==> src/rtl/wp_gate_pkg.sv <==
package wp_gate_pkg;
  localparam int unsigned NUM_BLK = 16;
  localparam int unsigned OFS_W   = 14;
  localparam int unsigned GRP_SZ  = 8;

  typedef enum logic [1:0] {
    OP_NONE   = 2'b00,
    OP_PROG   = 2'b01,
    OP_SECT_E = 2'b10,
    OP_BLK_E  = 2'b11
  } op_e;
endpackage

==> src/rtl/wp_lock_regs.sv <==
module wp_lock_regs #(
  parameter int unsigned NUM_BLK   = 16,
  parameter int unsigned GRP_SZ    = 8,
  parameter int unsigned NUM_GRP   = NUM_BLK / GRP_SZ,
  parameter int unsigned GRP_IDX_W = (NUM_GRP > 1) ? $clog2(NUM_GRP) : 1
) (
  input  logic                 clk_i,
  input  logic                 rst_ni,
  input  logic                 we_i,
  input  logic [GRP_IDX_W-1:0] grp_i,
  input  logic [GRP_SZ-1:0]    wdata_i,
  output logic [NUM_BLK-1:0]   lock_o
);
  for (genvar g = 0; g < NUM_GRP; g++) begin : g_grp
    always_ff @(posedge clk_i or negedge rst_ni) begin
      if (!rst_ni) lock_o[g*GRP_SZ +: GRP_SZ] <= '0;
      else if (we_i && grp_i == GRP_IDX_W'(g)) lock_o[g*GRP_SZ +: GRP_SZ] <= wdata_i;
    end
  end
endmodule

==> src/rtl/wp_pin_hold.sv <==
module wp_pin_hold (
  input  logic clk_i,
  input  logic rst_ni,
  input  logic start_i,
  input  logic done_i,
  input  logic boot_n_i,
  input  logic prot_n_i,
  output logic busy_o,
  output logic held_boot_n_o,
  output logic held_prot_n_o,
  output logic eff_boot_n_o,
  output logic eff_prot_n_o
);
  always_ff @(posedge clk_i or negedge rst_ni) begin
    if (!rst_ni) begin
      busy_o        <= 1'b0;
      held_boot_n_o <= 1'b1;
      held_prot_n_o <= 1'b1;
    end else if (busy_o) begin
      if (done_i) busy_o <= 1'b0;
    end else if (start_i) begin
      busy_o        <= 1'b1;
      held_boot_n_o <= boot_n_i;
      held_prot_n_o <= prot_n_i;
    end
  end

  // frozen copy governs decisions for the whole operation
  assign eff_boot_n_o = busy_o ? held_boot_n_o : boot_n_i;
  assign eff_prot_n_o = busy_o ? held_prot_n_o : prot_n_i;
endmodule

==> src/rtl/wp_decide.sv <==
module wp_decide
  import wp_gate_pkg::*;
#(
  parameter int unsigned NUM_BLK   = 16,
  parameter int unsigned BLK_IDX_W = $clog2(NUM_BLK)
) (
  input  op_e                  op_i,
  input  logic [BLK_IDX_W-1:0] blk_i,
  input  logic [NUM_BLK-1:0]   lock_i,
  input  logic                 boot_n_i,
  input  logic                 prot_n_i,
  output logic                 ok_o
);
  localparam logic [BLK_IDX_W-1:0] BOOT_BLK = BLK_IDX_W'(NUM_BLK - 1);

  logic is_boot, pin_prot;

  always_comb begin
    is_boot  = (blk_i == BOOT_BLK);
    pin_prot = is_boot ? !boot_n_i : !prot_n_i;
    ok_o     = (op_i != OP_NONE) && !pin_prot && !lock_i[blk_i];
  end
endmodule

==> src/rtl/wp_gate.sv <==
module wp_gate
  import wp_gate_pkg::*;
#(
  parameter int unsigned N_BLK     = wp_gate_pkg::NUM_BLK,
  parameter int unsigned BLK_OFS_W = wp_gate_pkg::OFS_W,
  parameter int unsigned LOCK_GRP  = wp_gate_pkg::GRP_SZ,
  parameter int unsigned BLK_IDX_W = $clog2(N_BLK),
  parameter int unsigned ADDR_W    = BLK_IDX_W + BLK_OFS_W,
  parameter int unsigned N_GRP     = N_BLK / LOCK_GRP,
  parameter int unsigned GRP_IDX_W = (N_GRP > 1) ? $clog2(N_GRP) : 1
) (
  input  logic                 clk_i,
  input  logic                 rst_ni,
  input  logic                 req_valid_i,
  input  logic [1:0]           req_op_i,
  input  logic [ADDR_W-1:0]    req_addr_i,
  input  logic                 boot_lock_ni,
  input  logic                 wr_prot_ni,
  input  logic                 lock_we_i,
  input  logic [GRP_IDX_W-1:0] lock_grp_i,
  input  logic [LOCK_GRP-1:0]  lock_wdata_i,
  input  logic                 op_done_i,
  output logic                 allow_o,
  output logic                 busy_o
);
  logic [BLK_IDX_W-1:0] blk;
  logic [N_BLK-1:0]     lock_bits;
  logic                 held_boot_n, held_prot_n, eff_boot_n, eff_prot_n;
  logic                 ok, start;
  logic                 unused_ofs;

  assign blk        = req_addr_i[ADDR_W-1:BLK_OFS_W];
  assign unused_ofs = ^req_addr_i[BLK_OFS_W-1:0];

  wp_lock_regs #(
    .NUM_BLK(N_BLK), .GRP_SZ(LOCK_GRP), .NUM_GRP(N_GRP), .GRP_IDX_W(GRP_IDX_W)
  ) u_locks (
    .clk_i(clk_i), .rst_ni(rst_ni), .we_i(lock_we_i), .grp_i(lock_grp_i),
    .wdata_i(lock_wdata_i), .lock_o(lock_bits)
  );

  wp_pin_hold u_hold (
    .clk_i(clk_i), .rst_ni(rst_ni), .start_i(start), .done_i(op_done_i),
    .boot_n_i(boot_lock_ni), .prot_n_i(wr_prot_ni), .busy_o(busy_o),
    .held_boot_n_o(held_boot_n), .held_prot_n_o(held_prot_n),
    .eff_boot_n_o(eff_boot_n), .eff_prot_n_o(eff_prot_n)
  );

  wp_decide #(.NUM_BLK(N_BLK), .BLK_IDX_W(BLK_IDX_W)) u_dec (
    .op_i(op_e'(req_op_i)), .blk_i(blk), .lock_i(lock_bits),
    .boot_n_i(eff_boot_n), .prot_n_i(eff_prot_n), .ok_o(ok)
  );

  assign start = req_valid_i && ok;

  always_ff @(posedge clk_i or negedge rst_ni) begin
    if (!rst_ni) allow_o <= 1'b0;
    else         allow_o <= start;
  end
endmodule

==> config.mk <==
export PLATFORM = sky130hd
export DESIGN_NAME = wp_gate
export DESIGN_NICKNAME = d
export VERILOG_FILES = /design/src/rtl/wp_gate_pkg.sv /design/src/rtl/wp_lock_regs.sv /design/src/rtl/wp_pin_hold.sv /design/src/rtl/wp_decide.sv /design/src/rtl/wp_gate.sv
export SDC_FILE = /design/constraint.sdc
export NUM_CORES = 1
export LEC_CHECK = 0
export BUFFER_PORTS_ARGS = -buffer_cell sky130_fd_sc_hd__buf_4
export CAP_MARGIN = 20
export CELL_PAD_IN_SITES_DETAIL_PLACEMENT = 1
export CELL_PAD_IN_SITES_GLOBAL_PLACEMENT = 1
export CORE_AREA = 4 4 56 58
export DETAILED_ROUTE_END_ITERATION = 8
export DIE_AREA = 0 0 60 62
export GPL_TIMING_DRIVEN = 0
export PLACE_DENSITY_LB_ADDON = 0.15
export SLEW_MARGIN = 30
export SYNTH_ARGS = -nofsm -noshare
export SYNTH_HDL_FRONTEND = slang
export SYNTH_SLANG_ARGS = --single-unit
==> constraint.sdc <==
create_clock -name clk_i -period 2.6 [get_ports clk_i]
set_input_delay 0.26 -clock clk_i [delete_from_list [all_inputs] [get_ports clk_i]]
set_output_delay 0.26 -clock clk_i [all_outputs]
set_load 0.01 [all_outputs]
# ---- Word level (Yosys, flattened, before mapping)
# Cells that the tools add are included.
dict set report totals {
  ff_bits 20
  output_inout_bits 2
  elab_cells 29
  input_bits 36
}
dict set report op_classes {
  bitwise_logic 2
  reduce_logical 11
  order_cmp 1
  n_mux 8
  eq_ne 1
}
# operator count
set op_table {}
lappend op_table {{$mux W1} 7}
lappend op_table {{$logic_and A1 B1 Y1} 5}
lappend op_table {{$lt A4 B5 Y1 const B} 1}
lappend op_table {{$bmux W1 S4} 1}
lappend op_table {{$eq A4 B4 Y1 const B} 1}
lappend op_table {{$logic_not A1 Y1} 4}
lappend op_table {{$not A1 Y1} 2}
lappend op_table {{$reduce_and A2 Y1} 1}
lappend op_table {{$reduce_bool A2 Y1} 1}

# ---- Depth between registers and ports, before layout
dict set report logic_depth {
  word_depth 9
  mapped_depth 6
  mapped_depth_nobuf 5
}

# ---- Cells and area by module
# From an unflattened synthesis, not the netlist that was laid out.
dict set report hier_totals {
  cells_unflattened 61
  hier_area_um2 1002.2
}
# module seq_area_each_um2 area_each_um2 instances cells_per_inst
set by_module_without_submodules {}
lappend by_module_without_submodules {wp_lock_regs 400.4 641.9 1 35}
lappend by_module_without_submodules {wp_decide 0.0 176.4 1 14}
lappend by_module_without_submodules {wp_pin_hold 77.6 152.6 1 10}
lappend by_module_without_submodules {wp_gate 25.0 31.3 1 2}

# ---- Worst setup path after synthesis
# No wires, ideal clock.
dict set report synth_timing {
  path_type {input to register}
  from {input req_addr_i[15]}
  to {register u_hold.held_boot_n_o}
  arrival_time_ns 1.484
  slack_ns 1.031
  required_ns 2.515
  cell_stages 6
  path_cell_list {buf_6 > mux4_2 > nand2b_4 > o211ai_2 > nand4_2 > mux2_1}
}
dict set report synth_between {
  elab_chain_len 7
  elab_cells_between_ends 10
  classes_between {eq/ne: 1; mux: 3; reduce/logical: 6}
}
# item line_no
set synth_lines {}
lappend synth_lines {{from (decl)} wp_gate.sv:16} ;# input logic [ADDR_W-1:0] req_addr_i,
lappend synth_lines {{parallel branches: the longest is 4 deep, another holds $bmux W1 S4} -}
lappend synth_lines {{$logic_and A1 B1 Y1 (*)} wp_decide.sv:21} ;# ok_o = (op_i != OP_NONE) && !pin_prot && !lock_i[blk_i];
lappend synth_lines {{$logic_and A1 B1 Y1 (*)} wp_gate.sv:54} ;# assign start = req_valid_i && ok;
lappend synth_lines {{$reduce_and A2 Y1 (no source line) (*)} -}
lappend synth_lines {{to (signal assigned)} wp_pin_hold.sv:23} ;# held_boot_n_o <= boot_n_i;
lappend synth_lines {{to (decl)} wp_pin_hold.sv:9} ;# output logic held_boot_n_o,
# Every way passes the cells marked *. The select of a mux whose other input is x is not followed.
# A chain may end at the register's enable or synchronous reset.

# ---- Worst setup path in the final report
dict set report layout_timing {
  from {register u_locks.lock_o[15]}
  to {register u_hold.held_prot_n_o}
}
dict set report layout_between {
  elab_chain_len 6
}
# item line_no
set layout_lines {}
lappend layout_lines {{from (decl)} wp_lock_regs.sv:12} ;# output logic [NUM_BLK-1:0] lock_o
lappend layout_lines {{from (signal, indexed assignment)} wp_lock_regs.sv:17} ;# else if (we_i && grp_i == GRP_IDX_W'(g)) lock_o[g*GRP_SZ +: GRP_SZ] <= wdata_i;
lappend layout_lines {{$bmux W1 S4} wp_decide.sv:21}
lappend layout_lines {{$mux W1 (not written as such)} wp_decide.sv:21}
lappend layout_lines {{$logic_not A1 Y1} wp_decide.sv:21}
lappend layout_lines {{$logic_and A1 B1 Y1} wp_decide.sv:21}
lappend layout_lines {{$logic_and A1 B1 Y1} wp_gate.sv:54}
lappend layout_lines {{$reduce_and A2 Y1 (no source line)} -}
lappend layout_lines {{to (signal assigned)} wp_pin_hold.sv:24} ;# held_prot_n_o <= prot_n_i;
lappend layout_lines {{to (decl)} wp_pin_hold.sv:10} ;# output logic held_prot_n_o,
# No other way between the ends. The select of a mux whose other input is x is not followed.

==> results.sh <==
export IMPL_clkLatencyLatePin_ns=0.30
export IMPL_avgSynthCellArea_sq_um=13.87
export IMPL_syn_to_final_growth_pct=22.87
export IMPL_ys_seq_area_share_pct=51.08
export IMPL_critPathRequiredTime_ns=2.83
export IMPL_worst_setup_path_end_kind="register"
export IMPL_busiest_layer="met2"
export IMPL_combinationalPowerShare_pct=22.1
export IMPL_slew_violations=0
export IMPL_powerDensity_nw_per_um2=596.9
export IMPL_utilization_pct=45.44
export IMPL_worst_pin_slew_ns=0.4924
export IMPL_worstPathArrival_ns=1.92
export IMPL_antennaDiodeCount=0
export IMPL_path_clk_slew_ns=0.12
export IMPL_drt_pass1_iter_count=4
export IMPL_startpoint_type="register"
export IMPL_cts_buffer_depth=2
export IMPL_multiInputGateArea_sq_um=451.7
export IMPL_swShare_pct=25.89
export IMPL_grt_use_met3_pct=2.066
export IMPL_whs_ns=0.1376
export IMPL_grtUsageTotal_pct=12.65
export IMPL_ir_worst_vdd_mv=0.2856
export IMPL_max_freq_ghz=0.5921
export IMPL_pwr_share_seq_pct=56.6
export IMPL_drt_initial_drc_count=14
export IMPL_crit_family="simple AND/OR/NAND/NOR gates"
export IMPL_place_gp_congestion=0.7347
export IMPL_start_util_pct=36.98
export IMPL_stdcell_area_sq_um=1210
export IMPL_syn_nets=107
export IMPL_status="completed"
export IMPL_worstSetupPathDepth=5
export IMPL_worst_r2r_cell_count=5
export IMPL_critPathMaxStageDelay_ns=0.40
export IMPL_synth_seq_cells=20
export IMPL_numClockSinks=20
export IMPL_slowest_stage="dfrtp_1"
export IMPL_remaining_drc_errors=0
export IMPL_first_global_vias=742
export IMPL_synth_area_sq_um=984.7
export IMPL_drt_total_wl_um=2050
export IMPL_grt_overflow=0
export IMPL_drv_cap=0
export IMPL_power_leakage_nw=0.5378
export IMPL_wl_per_cell_um=16.14
export IMPL_worstPathCellList="mux2i_1 -> nor3b_1 -> nor4_2 -> nand4_2 -> mux2_1"
export IMPL_grt_pass1_wl_um=3332
export IMPL_final_nets=133
export IMPL_min_path_cells=2
export IMPL_instances_no_fill=127
export IMPL_period_minus_slack_ns=1.689
export IMPL_p_int_uw=535.2
export IMPL_rsz0062_at_grt="no"
export IMPL_yosysWarnings=0
export IMPL_antenna_left=0
export IMPL_place_hpwl_um=1603
export IMPL_drive_above_1_share_pct=51.04
export IMPL_place_inst=122
export IMPL_portBuffers=20
export IMPL_die_area_sq_um=3720
export IMPL_grt_max_degree=21
export IMPL_netlist_instances=71
export IMPL_layout_area_seq_sq_um=503.0
export IMPL_place_area_sq_um=1174
export IMPL_h_tree_depth=1
export IMPL_cts_setup_buffers=0
export IMPL_synth_cell_type_count=25
export IMPL_worst_path_max_fanout=3
export IMPL_dieWidth_um=60
export IMPL_numCtsBuffers=3
export IMPL_final_common_cell="buf_4"
export IMPL_vias=669
export IMPL_layout_common_cells="21 x buf_4, 18 x dfrtp_1, 16 x mux2_2"
export IMPL_ioPinCount=38
export IMPL_met1_usage_pct=14.71
export IMPL_fin_tns_setup_ns=0
export IMPL_fill_cells=304
export IMPL_power_uw=722.2
export IMPL_switching_power_uw=187.0
export IMPL_setup_ws_ns=0.9112
export IMPL_worst_path_buf_inv=0
export IMPL_post_place_ws_ns=0.8511
export IMPL_finalCritPeriodShare_pct=64.95
export IMPL_met2_usage_pct=22.38
export IMPL_hold_viol_final=0
export IMPL_critical_path_class="reg -> reg"
export IMPL_clockRootBuffer="clkbuf_4"
export IMPL_min_path_type="in -> reg"
export IMPL_dieHeight_um=62
export IMPL_via_per_inst=5.268
export IMPL_fp_row_count=19
export IMPL_tritoncts="done"
export IMPL_pwr_share_clk_pct=21.3
export IMPL_slew_headroom_pct=67.17
export IMPL_fin_skew_ns=0.01189
export IMPL_finalSetupViolations=0
export IMPL_core_area_sq_um=2663
export IMPL_antenna_found_initial=0
## logic make-up (layout without fill, tap and decap cells)
family,after synthesis,count (layout),share of synthesized area [%]
multiplexers,26,26,31.26
flip-flops,20,20,51.08
AND/OR/NAND/NOR,15,15,10.93
AO/OA/AOI/OAI,5,5,3.684
buffers and inverters,5,30,3.050
## timing repair
action	4_1_cts	5_1_grt
hold endpoints to repair	18	0
hold buffers	1	0
resized for setup	0	0
## cell type report
type,count,area share [%]
Clock buffer,4,2.172
Buffer,4,2.172
Timing Repair Buffer,21,13.24
Sequential cell,20,41.57
Inverter,1,0.3102
Tap cell,31,3.206
Multi-Input combinational cell,46,37.33
## registers in the layout, summed over array words and instances, names as in the netlist
name	flops
allow_o	1
u_hold.busy_o	1
u_hold.held_boot_n_o	1
u_hold.held_prot_n_o	1
u_locks.lock_o	16
## power groups by stage
stage	Clock (mW)	Combinational (mW)	Sequential, mW
after detailed placement	0	0.162	0.417
after floorplan	0	0.105	0.407
after global placement	0	0.156	0.414
after global routing	0.177	0.178	0.416
after CTS	0.163	0.164	0.411
final	0.154	0.160	0.409
## path summary, 6_finish.rpt
kind | slack [ns] | startpoint | end
worst max-delay path | 0.91 | u_locks.lock_o[15] | u_hold.held_prot_n_o
worst min-delay path | 0.14 | op_done_i | u_hold.busy_o
worst max register to register | 0.91 | u_locks.lock_o[15] | u_hold.held_prot_n_o
max in group asynchronous | 1.95 | rst_ni | u_hold.held_prot_n_o
min in group asynchronous | 0.36 | rst_ni | allow_o
worst min register to register | 0.52 | u_locks.lock_o[5] | u_locks.lock_o[5]
## cells in the mapped netlist
library cell / number / area (sq um)
a21oi_1: 1 / 5.000
buf_4: 1 / 7.510
buf_6: 1 / 11.26
clkbuf_1: 2 / 7.510
dfrtp_1: 18 / 450.4
dfstp_2: 2 / 52.55
inv_1: 1 / 3.750
mux2_1: 2 / 22.52
mux2_2: 16 / 180.2
mux2i_1: 6 / 60.06
mux4_2: 2 / 45.04
nand2_1: 3 / 11.26
nand2b_4: 1 / 13.76
nand4_1: 1 / 6.260
nand4_2: 1 / 12.51
nor2_1: 2 / 7.510
nor2b_1: 2 / 12.51
nor3_1: 1 / 5.000
nor3b_1: 1 / 7.510
nor4_2: 1 / 12.51
nor4b_1: 1 / 8.760
nor4bb_1: 1 / 10.01
o2111ai_1: 1 / 8.760
o211ai_2: 1 / 12.51
o21ai_0: 2 / 10.01
## layer usage
| layer | up-vias | wire, um | part of all wire (%) |
|---|---|---|---|
| li1 | 309 | - | - |
| met1 | 338 | 849 | 41 |
| met2 | 18 | 1066 | 52 |
| met3 | 4 | 102 | 5.0 |
| met4 | 0 | 31 | 1.5 |
| met5 | - | 0 | 0 |
(Power assumes the default switching activity.)
